File: src/rtl/vrs_pkg.sv
package vrs_pkg;
  localparam int unsigned LINK_RATE = 48000;

  function automatic int unsigned acc_width(input int unsigned rate_w);
    return ((rate_w > 16) ? rate_w : 16) + 1;
  endfunction
endpackage

File: src/rtl/vrs_phase_acc.sv
module vrs_phase_acc #(
  parameter int RATE_W = 16
) (
  input  logic              clk,
  input  logic              rst,
  input  logic              step,
  input  logic              clear,
  input  logic [RATE_W-1:0] rate,
  output logic              ovf
);
  localparam int ACC_W = vrs_pkg::acc_width(RATE_W);
  localparam logic [ACC_W-1:0] LINK = ACC_W'(vrs_pkg::LINK_RATE);

  logic [ACC_W-1:0] acc_q;
  logic [ACC_W-1:0] eff;
  logic [ACC_W-1:0] sum;

  always_comb begin
    eff = (ACC_W'(rate) > LINK) ? LINK : ACC_W'(rate);
    sum = acc_q + eff;
    ovf = (sum >= LINK);
  end

  always_ff @(posedge clk) begin
    if (rst || clear) begin
      acc_q <= '0;
    end else if (step) begin
      acc_q <= ovf ? (sum - LINK) : sum;
    end
  end
endmodule

File: src/rtl/vrs_chan.sv
module vrs_chan #(
  parameter int   RATE_W = 16,
  parameter int   LVL_W  = 5,
  parameter int   LOW_TH = 4,
  parameter logic SUP    = 1'b1
) (
  input  logic              clk,
  input  logic              rst,
  input  logic              frame_start,
  input  logic              var_en,
  input  logic [RATE_W-1:0] rate,
  input  logic              pwr_dn,
  input  logic [LVL_W-1:0]  fifo_lvl,
  input  logic              tag,
  output logic              req_n,
  output logic              push,
  output logic              underrun
);
  logic active, run, ovf, wants, pend_q;

  assign active = SUP && !pwr_dn;
  assign run    = var_en && active;

  vrs_phase_acc #(.RATE_W(RATE_W)) u_acc (
    .clk   (clk),
    .rst   (rst),
    .step  (frame_start && run),
    .clear (frame_start && !run),
    .rate  (rate),
    .ovf   (ovf)
  );

  assign wants = ovf || (fifo_lvl < LVL_W'(LOW_TH));

  always_ff @(posedge clk) begin
    if (rst) begin
      req_n    <= 1'b0;
      pend_q   <= 1'b0;
      push     <= 1'b0;
      underrun <= 1'b0;
    end else begin
      push <= 1'b0;
      if (frame_start) begin
        if (active && pend_q) begin
          if (tag) push     <= 1'b1;
          else     underrun <= 1'b1;
        end
        if (!active) begin
          req_n  <= 1'b0;
          pend_q <= 1'b0;
        end else if (!var_en) begin
          req_n  <= 1'b0;
          pend_q <= 1'b1;
        end else begin
          req_n  <= !wants;
          pend_q <= wants;
        end
      end
    end
  end
endmodule

File: src/rtl/vrs_slotreq_gen.sv
module vrs_slotreq_gen #(
  parameter int             NCH       = 2,
  parameter int             RATE_W    = 16,
  parameter int             LVL_W     = 5,
  parameter int             LOW_TH    = 4,
  parameter logic [NCH-1:0] SUPPORTED = '1
) (
  input  logic                  clk,
  input  logic                  rst,
  input  logic                  frame_start,
  input  logic                  var_en,
  input  logic [NCH*RATE_W-1:0] rate_cfg,
  input  logic [NCH-1:0]        pwr_dn,
  input  logic [NCH*LVL_W-1:0]  fifo_lvl,
  input  logic [NCH-1:0]        tag_in,
  output logic [NCH-1:0]        slot_req_n,
  output logic [NCH-1:0]        push,
  output logic [NCH-1:0]        underrun
);
  for (genvar c = 0; c < NCH; c++) begin : g_ch
    vrs_chan #(
      .RATE_W (RATE_W),
      .LVL_W  (LVL_W),
      .LOW_TH (LOW_TH),
      .SUP    (SUPPORTED[c])
    ) u_ch (
      .clk         (clk),
      .rst         (rst),
      .frame_start (frame_start),
      .var_en      (var_en),
      .rate        (rate_cfg[c*RATE_W +: RATE_W]),
      .pwr_dn      (pwr_dn[c]),
      .fifo_lvl    (fifo_lvl[c*LVL_W +: LVL_W]),
      .tag         (tag_in[c]),
      .req_n       (slot_req_n[c]),
      .push        (push[c]),
      .underrun    (underrun[c])
    );
  end
endmodule

File: config.mk
export PLATFORM = sky130hd
export DESIGN_NAME = vrs_slotreq_gen
export DESIGN_NICKNAME = d
export VERILOG_FILES = /design/src/rtl/vrs_pkg.sv /design/src/rtl/vrs_phase_acc.sv /design/src/rtl/vrs_chan.sv /design/src/rtl/vrs_slotreq_gen.sv
export SDC_FILE = /design/constraint.sdc
export NUM_CORES = 1
export LEC_CHECK = 0
export CORE_MARGIN = 5
export CORE_UTILIZATION = 35
export DETAILED_ROUTE_END_ITERATION = 7
export DONT_BUFFER_PORTS = 1
export PLACE_DENSITY = 0.49
export SLEW_MARGIN = 10
export SYNTH_ARGS = -nofsm -noshare
export SYNTH_HDL_FRONTEND = slang
export SYNTH_SLANG_ARGS = --single-unit
File: constraint.sdc
create_clock -name clk -period 4.2 [get_ports clk]
set_clock_uncertainty 0.1 [all_clocks]
set_input_delay 0.21 -clock clk [delete_from_list [all_inputs] [get_ports clk]]
set_output_delay 0.21 -clock clk [all_outputs]
set_load 0.01 [all_outputs]
# After elaboration in Yosys (flattened, before gate mapping)
# Cells that the tools add are included.
[classes]
n_addsub = 4
magnitude_cmp = 6
n_mux = 14
bitwise_logic = 5
reduce_logical = 22
[op_table]
columns = ["cell", "count"]
rows = [
  ["adder 17 x 16 -> 17 bit", 2],
  ["greater-or-equal comparator 17 x 16 -> 1 bit (second input constant)", 2],
  ["2-to-1 mux 17 bit", 2],
  ["subtractor 17 x 16 -> 17 bit (second input constant)", 2],
  ["greater-than comparator 16 bit (second input constant)", 2],
  ["2-to-1 mux 16 bit", 2],
  ["< comparator 5 x 3 -> 1 bit (second input constant)", 2],
  ["2-to-1 mux 1 bit", 10],
  ["logical AND 1 bit", 8],
  ["zero test 1 bit", 6],
  ["AND reduction 3 bit", 2],
  ["OR reduction 3 bit", 2],
  ["inverter 1 bit", 5],
  ["logical OR 1 bit", 4],
]
[word_totals]
regBits = 42
inputBits = 50
out_inout_bits = 6
word_cells = 61

# Depth between registers and ports, before layout
[logic_depth]
depth_word = 8
mapped_depth = 18
ltp_nobuf = 18

# Cells and area by module
# From an unflattened synthesis, not the netlist that was laid out.
[hier_totals]
cells_unflattened = 578
area_unflattened_um2 = 4516.8
[by_module_without_submodules]
columns = ["module", "instances", "cells_each", "area_each_um2", "seq_area_each_um2"]
rows = [
  ["vrs_phase_acc", 2, 268, 2070.7, 340.3],
  ["vrs_chan", 2, 21, 187.7, 80.1],
]

# Worst setup path before layout
# OpenSTA, ideal clock, no wires.
[synth_timing]
path_type = "input to register"
start = "in rate_cfg[10]"
end = "reg g_ch[0].u_ch.u_acc.acc_q[9]"
setup_time_ns = 0.074
arrival_time_ns = 3.963
t_required_ns = 4.026
path_slack_ns = 0.062
path_stages = 18
path_buffers = 1
path_cell_list = "and4b_1 nor2_1 o21ai_0 o21ai_0 and2_1 ha_1 fa_1 a211oi_4 o211ai_2 and3_4 nor2_1 ha_1 a311o_1 o2111ai_1 o21a_2 buf_6 or3_1 a31oi_1"
[synth_between]
elab_chain_len = 5
word_cells_on_any_way = 6
classes_between = "2 x add/sub; 2 x order compare; 2 x mux"
[synth_lines]
columns = ["element", "line_no", "source"]
rows = [
  ["start: declaration", "vrs_slotreq_gen.sv:12", "input logic [NCH*RATE_W-1:0] rate_cfg,"],
  ["greater-than comparator 16 bit", "vrs_phase_acc.sv:19", "eff = (ACC_W'(rate) > LINK) ? LINK : ACC_W'(rate);"],
  ["2-to-1 mux 16 bit *", "vrs_phase_acc.sv:19", ""],
  ["adder 17 x 16 -> 17 bit *", "vrs_phase_acc.sv:20", "sum = acc_q + eff;"],
  ["subtractor 17 x 16 -> 17 bit / greater-or-equal comparator 17 x 16 -> 1 bit (equally long branches)", "vrs_phase_acc.sv:28, vrs_phase_acc.sv:21", ""],
  ["2-to-1 mux 17 bit *", "vrs_phase_acc.sv:28", "acc_q <= ovf ? (sum - LINK) : sum;"],
  ["end signal: assignment", "vrs_phase_acc.sv:28", ""],
  ["end: declaration", "vrs_phase_acc.sv:14", "logic [ACC_W-1:0] acc_q;"],
]
# Every way passes the cells marked *; elsewhere a longest branch is shown, timed or not.
# A chain may end at the register's enable or synchronous reset.

# Worst setup path after layout
[layout_timing]
start = "in rate_cfg[0]"
end = "reg g_ch[0].u_ch.u_acc.acc_q[11]"
# Same word-level chain as after synthesis.

==> impl_metrics.yaml <==
drt:
  drc: 0
  ant_nets: 0
  vias_per_cell: 5.644
  firstDrtPassIters: 4
  num_vias: 4301
  drt_iter0_drc: 302
  wl_per_cell_um: 15.88
  wl_um: 12100
sta:
  slew_viol_final: 0
  holdWs_ns: 0.01167
  slew_headroom_pct: 31.13
  finalSetupViolCount: 0
  finalHoldViolCount: 0
  fmax_mhz: 260.6
  rsz0062_at_grt: "false"
  finalCritPeriodShare_pct: 91.38
  tightest_slew_ns: 1.033
  min_period_ns: 3.838
worst_setup_path:
  critPathRequiredTime_ns: 4.31
  cp_data_arrival_time_ns: 3.94
  worstSetupEndpointType: "register"
  worstSetupPathType: "in -> reg"
  crit_end: "g_ch[0].u_ch.u_acc.acc_q[11]"
  worst_r2r_path_depth: 11
  startpoint: "rate_cfg[0]"
  r2r-end: "g_ch[0].u_ch.u_acc.acc_q[11]"
  crit_fanout: 9
  r2r_slack_ns: 0.86
  start_kind: "input port"
  timing.rr.start: "g_ch[0].u_ch.u_acc.acc_q[0]"
global_routing:
  overflow: 0
  antenna_found_initial: 0
  grt_pass1_wl_um: 20060
  grt_usage_pct: 16.20
  grt_pass1_vias: 4182
  grt_max_degree: 35
synth:
  synth_seq_cells: 42
  synthFlopType: "dfxtp_1"
  yosys_warnings: 0
  synth_edf_count: 0
  syn_avg_cell_area_um2: 7.879
  yosysTopAreaCell: "dfxtp_1"
  netlist_area_mm2: 0.004404
  synth_top_cell_area_share_pct: 19.09
  synth_area_leaders: "dfxtp_1, ha_1, o21ai_0, a21oi_1, nor2_1"
  synth_nets: 645
  async_flop_share_pct: 0
  yosysUniqueCellTypes: 89
  netlist_instances: 559
  ys_seq_area_share_pct: 19.09
clock_tree:
  h-tree-depth: 2
  clkTransAtPathRegs_ns: 0.06
  clk_latency_ns: 0.28
  cts-buffers-inserted: 5
  cts_tree: "yes"
  cts-root-buf: "clkbuf_16"
  cts_max_path_buffers: 2
  post_cts_buffers: 0
  clkSinkCount: 42
power_and_ir_drop:
  cellPowerDensity_mw_per_mm2: 334.0
  vdd_drop_max_mv: 0.1371
  intPower_uw: 1068
  power_leakage_uw: 0.001990
  pwr-share-clk_pct: 25.9
  combPwrFrac_pct: 47.6
  switchingPower_uw: 603.8
  seqPwrFrac_pct: 26.5
  sw_frac_of_total_pct: 36.11
cells_and_area:
  area_growth_pct: 13.66
  utilization_pct: 40.16
  drive_above_1_share_pct: 18.64
  antenna_cells: 0
  fin_nets: 675
placed_design:
  port_buffers: 0
  place_congestion: 0.8569
  dpl.hpwl_um: 9697
floorplan:
  start_util_pct: 35.33
  num_rows: 41
  die_area_mm2: 0.01493
  dieWidth_um: 122.2
  die_h_um: 122.2
  coreArea_mm2: 0.01247
  ios: 56
outcome:
  outcome: "completed"
flow_run:
  cap_violations: 0
min_path:
  holdCritPathClass: "in -> reg"
-- cell usage in the layout, fill, tap and decap left out, types with 4 or more instances in the layout --
cell           instances
nor2_1                47
buf_4                 47
dfxtp_1               42
o21ai_0               40
a21oi_1               38
ha_1                  34
nand2_1               29
and2_1                23
nor3_1                22
nand3_1               19
a31oi_1               15
or2_2                 14
xor2_1                14
xnor2_1               12
inv_1                 11
nand4_1               10
o221a_2                9
nor2b_1                8
nand2b_1               8
a21o_1                 8
nor4_1                 7
a211oi_1               6
o211ai_1               6
o21ai_1                5
nor3b_1                5
or3_1                  5
clkbuf_16              5
o2111ai_1              4
dlygate4sd3_1          4
-- cells by family (layout without fill, tap and decap cells) --
group                    count (synthesis)  in the layout  synth area share (%)
XOR/XNOR                                26             26                 5.170
flip-flops                              42             42                 19.09
AO/OA/AOI/OAI                          182            182                 29.52
AND/OR/NAND/NOR                        228            228                 29.60
adder cells (fa/ha/maj)                 36             36                 10.57
multiplexers                             4              4                 1.023
buffers and inverters                   41             72                 5.028
-- flip-flops by register name, summed over array words and instances, names as in the netlist --
| register | count |
|---|---|
| g_ch.u_ch.u_acc.acc_q | 34 |
| g_ch.u_ch.pend_q | 2 |
| g_ch.u_ch.push | 2 |
| g_ch.u_ch.req_n | 2 |
| g_ch.u_ch.underrun | 2 |
-- final cells by class --
cell class                 count  area [um2]
fill                        1304        7460
clock inverter                 1       30.03
timing repair buffer          51       392.9
inverter                      13       48.80
multi-input combinational    476        3346
tap                          172       215.2
clock buffer                   7       132.6
sequential                    42       840.8
-- synth_stat cells, types with 5 or more instances --
| master | n |
|---|---|
| a21oi_1 | 38 |
| a21o_1 | 8 |
| nand4_1 | 10 |
| nor4_1 | 7 |
| dfxtp_1 | 42 |
| xnor2_1 | 12 |
| a211oi_1 | 6 |
| nor3b_1 | 5 |
| ha_1 | 34 |
| o21ai_0 | 41 |
| nand3_1 | 19 |
| nor3_1 | 22 |
| o211ai_1 | 6 |
| nor2_1 | 47 |
| nor2b_1 | 8 |
| a31oi_1 | 15 |
| buf_4 | 8 |
| or2_2 | 14 |
| and2_1 | 23 |
| o221a_2 | 9 |
| or3_1 | 5 |
| xor2_1 | 14 |
| nand2b_1 | 8 |
| nand2_1 | 29 |
| clkbuf_1 | 15 |
| inv_1 | 11 |
-- metal layers --
metal	global-route usage (%)	vias to the layer above	wire (um)
met4	3.639	0	163
li1	-	2184	-
met3	1.578	10	393
met1	20.92	2027	5627
met5	0	-	0
met2	29.14	80	5918
-- repair_timing --
item,CTS,global route
hold buffers,4,0
gates resized for setup,0,2
setup endpoints to repair,0,12
hold endpoints to repair,5,0
-- power by group through the flow --
stage | Sequential, uW | Clock (uW) | Combinational (uW)
finish | 443 | 433 | 796
global placement | 452 | 0 | 780
detailed placement | 451 | 0 | 785
CTS | 443 | 444 | 794
global route | 446 | 460 | 887
floorplan | 442 | 0 | 576
-- stage by stage --
step,std cells,setup slack (ns),power [uW],cell area [um2],TNS (ns)
after detailed placement,750,-0.2142,1237,4800,-1.691
final,762,0.3620,1672,5006,0
after global placement,750,-0.1230,1232,4800,-0.7234
after global routing,762,0.03868,1793,5006,0
after CTS,762,0.05491,1681,5002,0
after floorplan,559,0.06245,1018,4404,0
-- critical path, stage by stage --
cell and delay, ns:
nor4_1 0.43, buf_4 0.18, nand3_1 0.06, o21ai_1 0.31, buf_4 0.21, and2_1 0.13, ha_1 0.32, a21o_1 0.27
a31o_1 0.21, a21oi_2 0.19, nor4b_2 0.24, a311oi_2 0.09, or2_1 0.27, o21a_2 0.28, or3_1 0.35, a31oi_1 0.17
-- worst min path at each step --
stage	start	endpoint	slack, ns	cells past startpoint
2_1_floorplan	tag_in[0]	g_ch[0].u_ch.push	0.27	1
3_3_place_gp	rst	g_ch[1].u_ch.underrun	0.18	1
3_5_place_dp	rst	g_ch[1].u_ch.underrun	0.19	1
4_1_cts	tag_in[1]	g_ch[1].u_ch.underrun	0.006	3
5_1_grt	frame_start	g_ch[0].u_ch.u_acc.acc_q[16]	0.03	1
6_report	tag_in[1]	g_ch[1].u_ch.underrun	0.01	3
(Power assumes the default switching activity.)
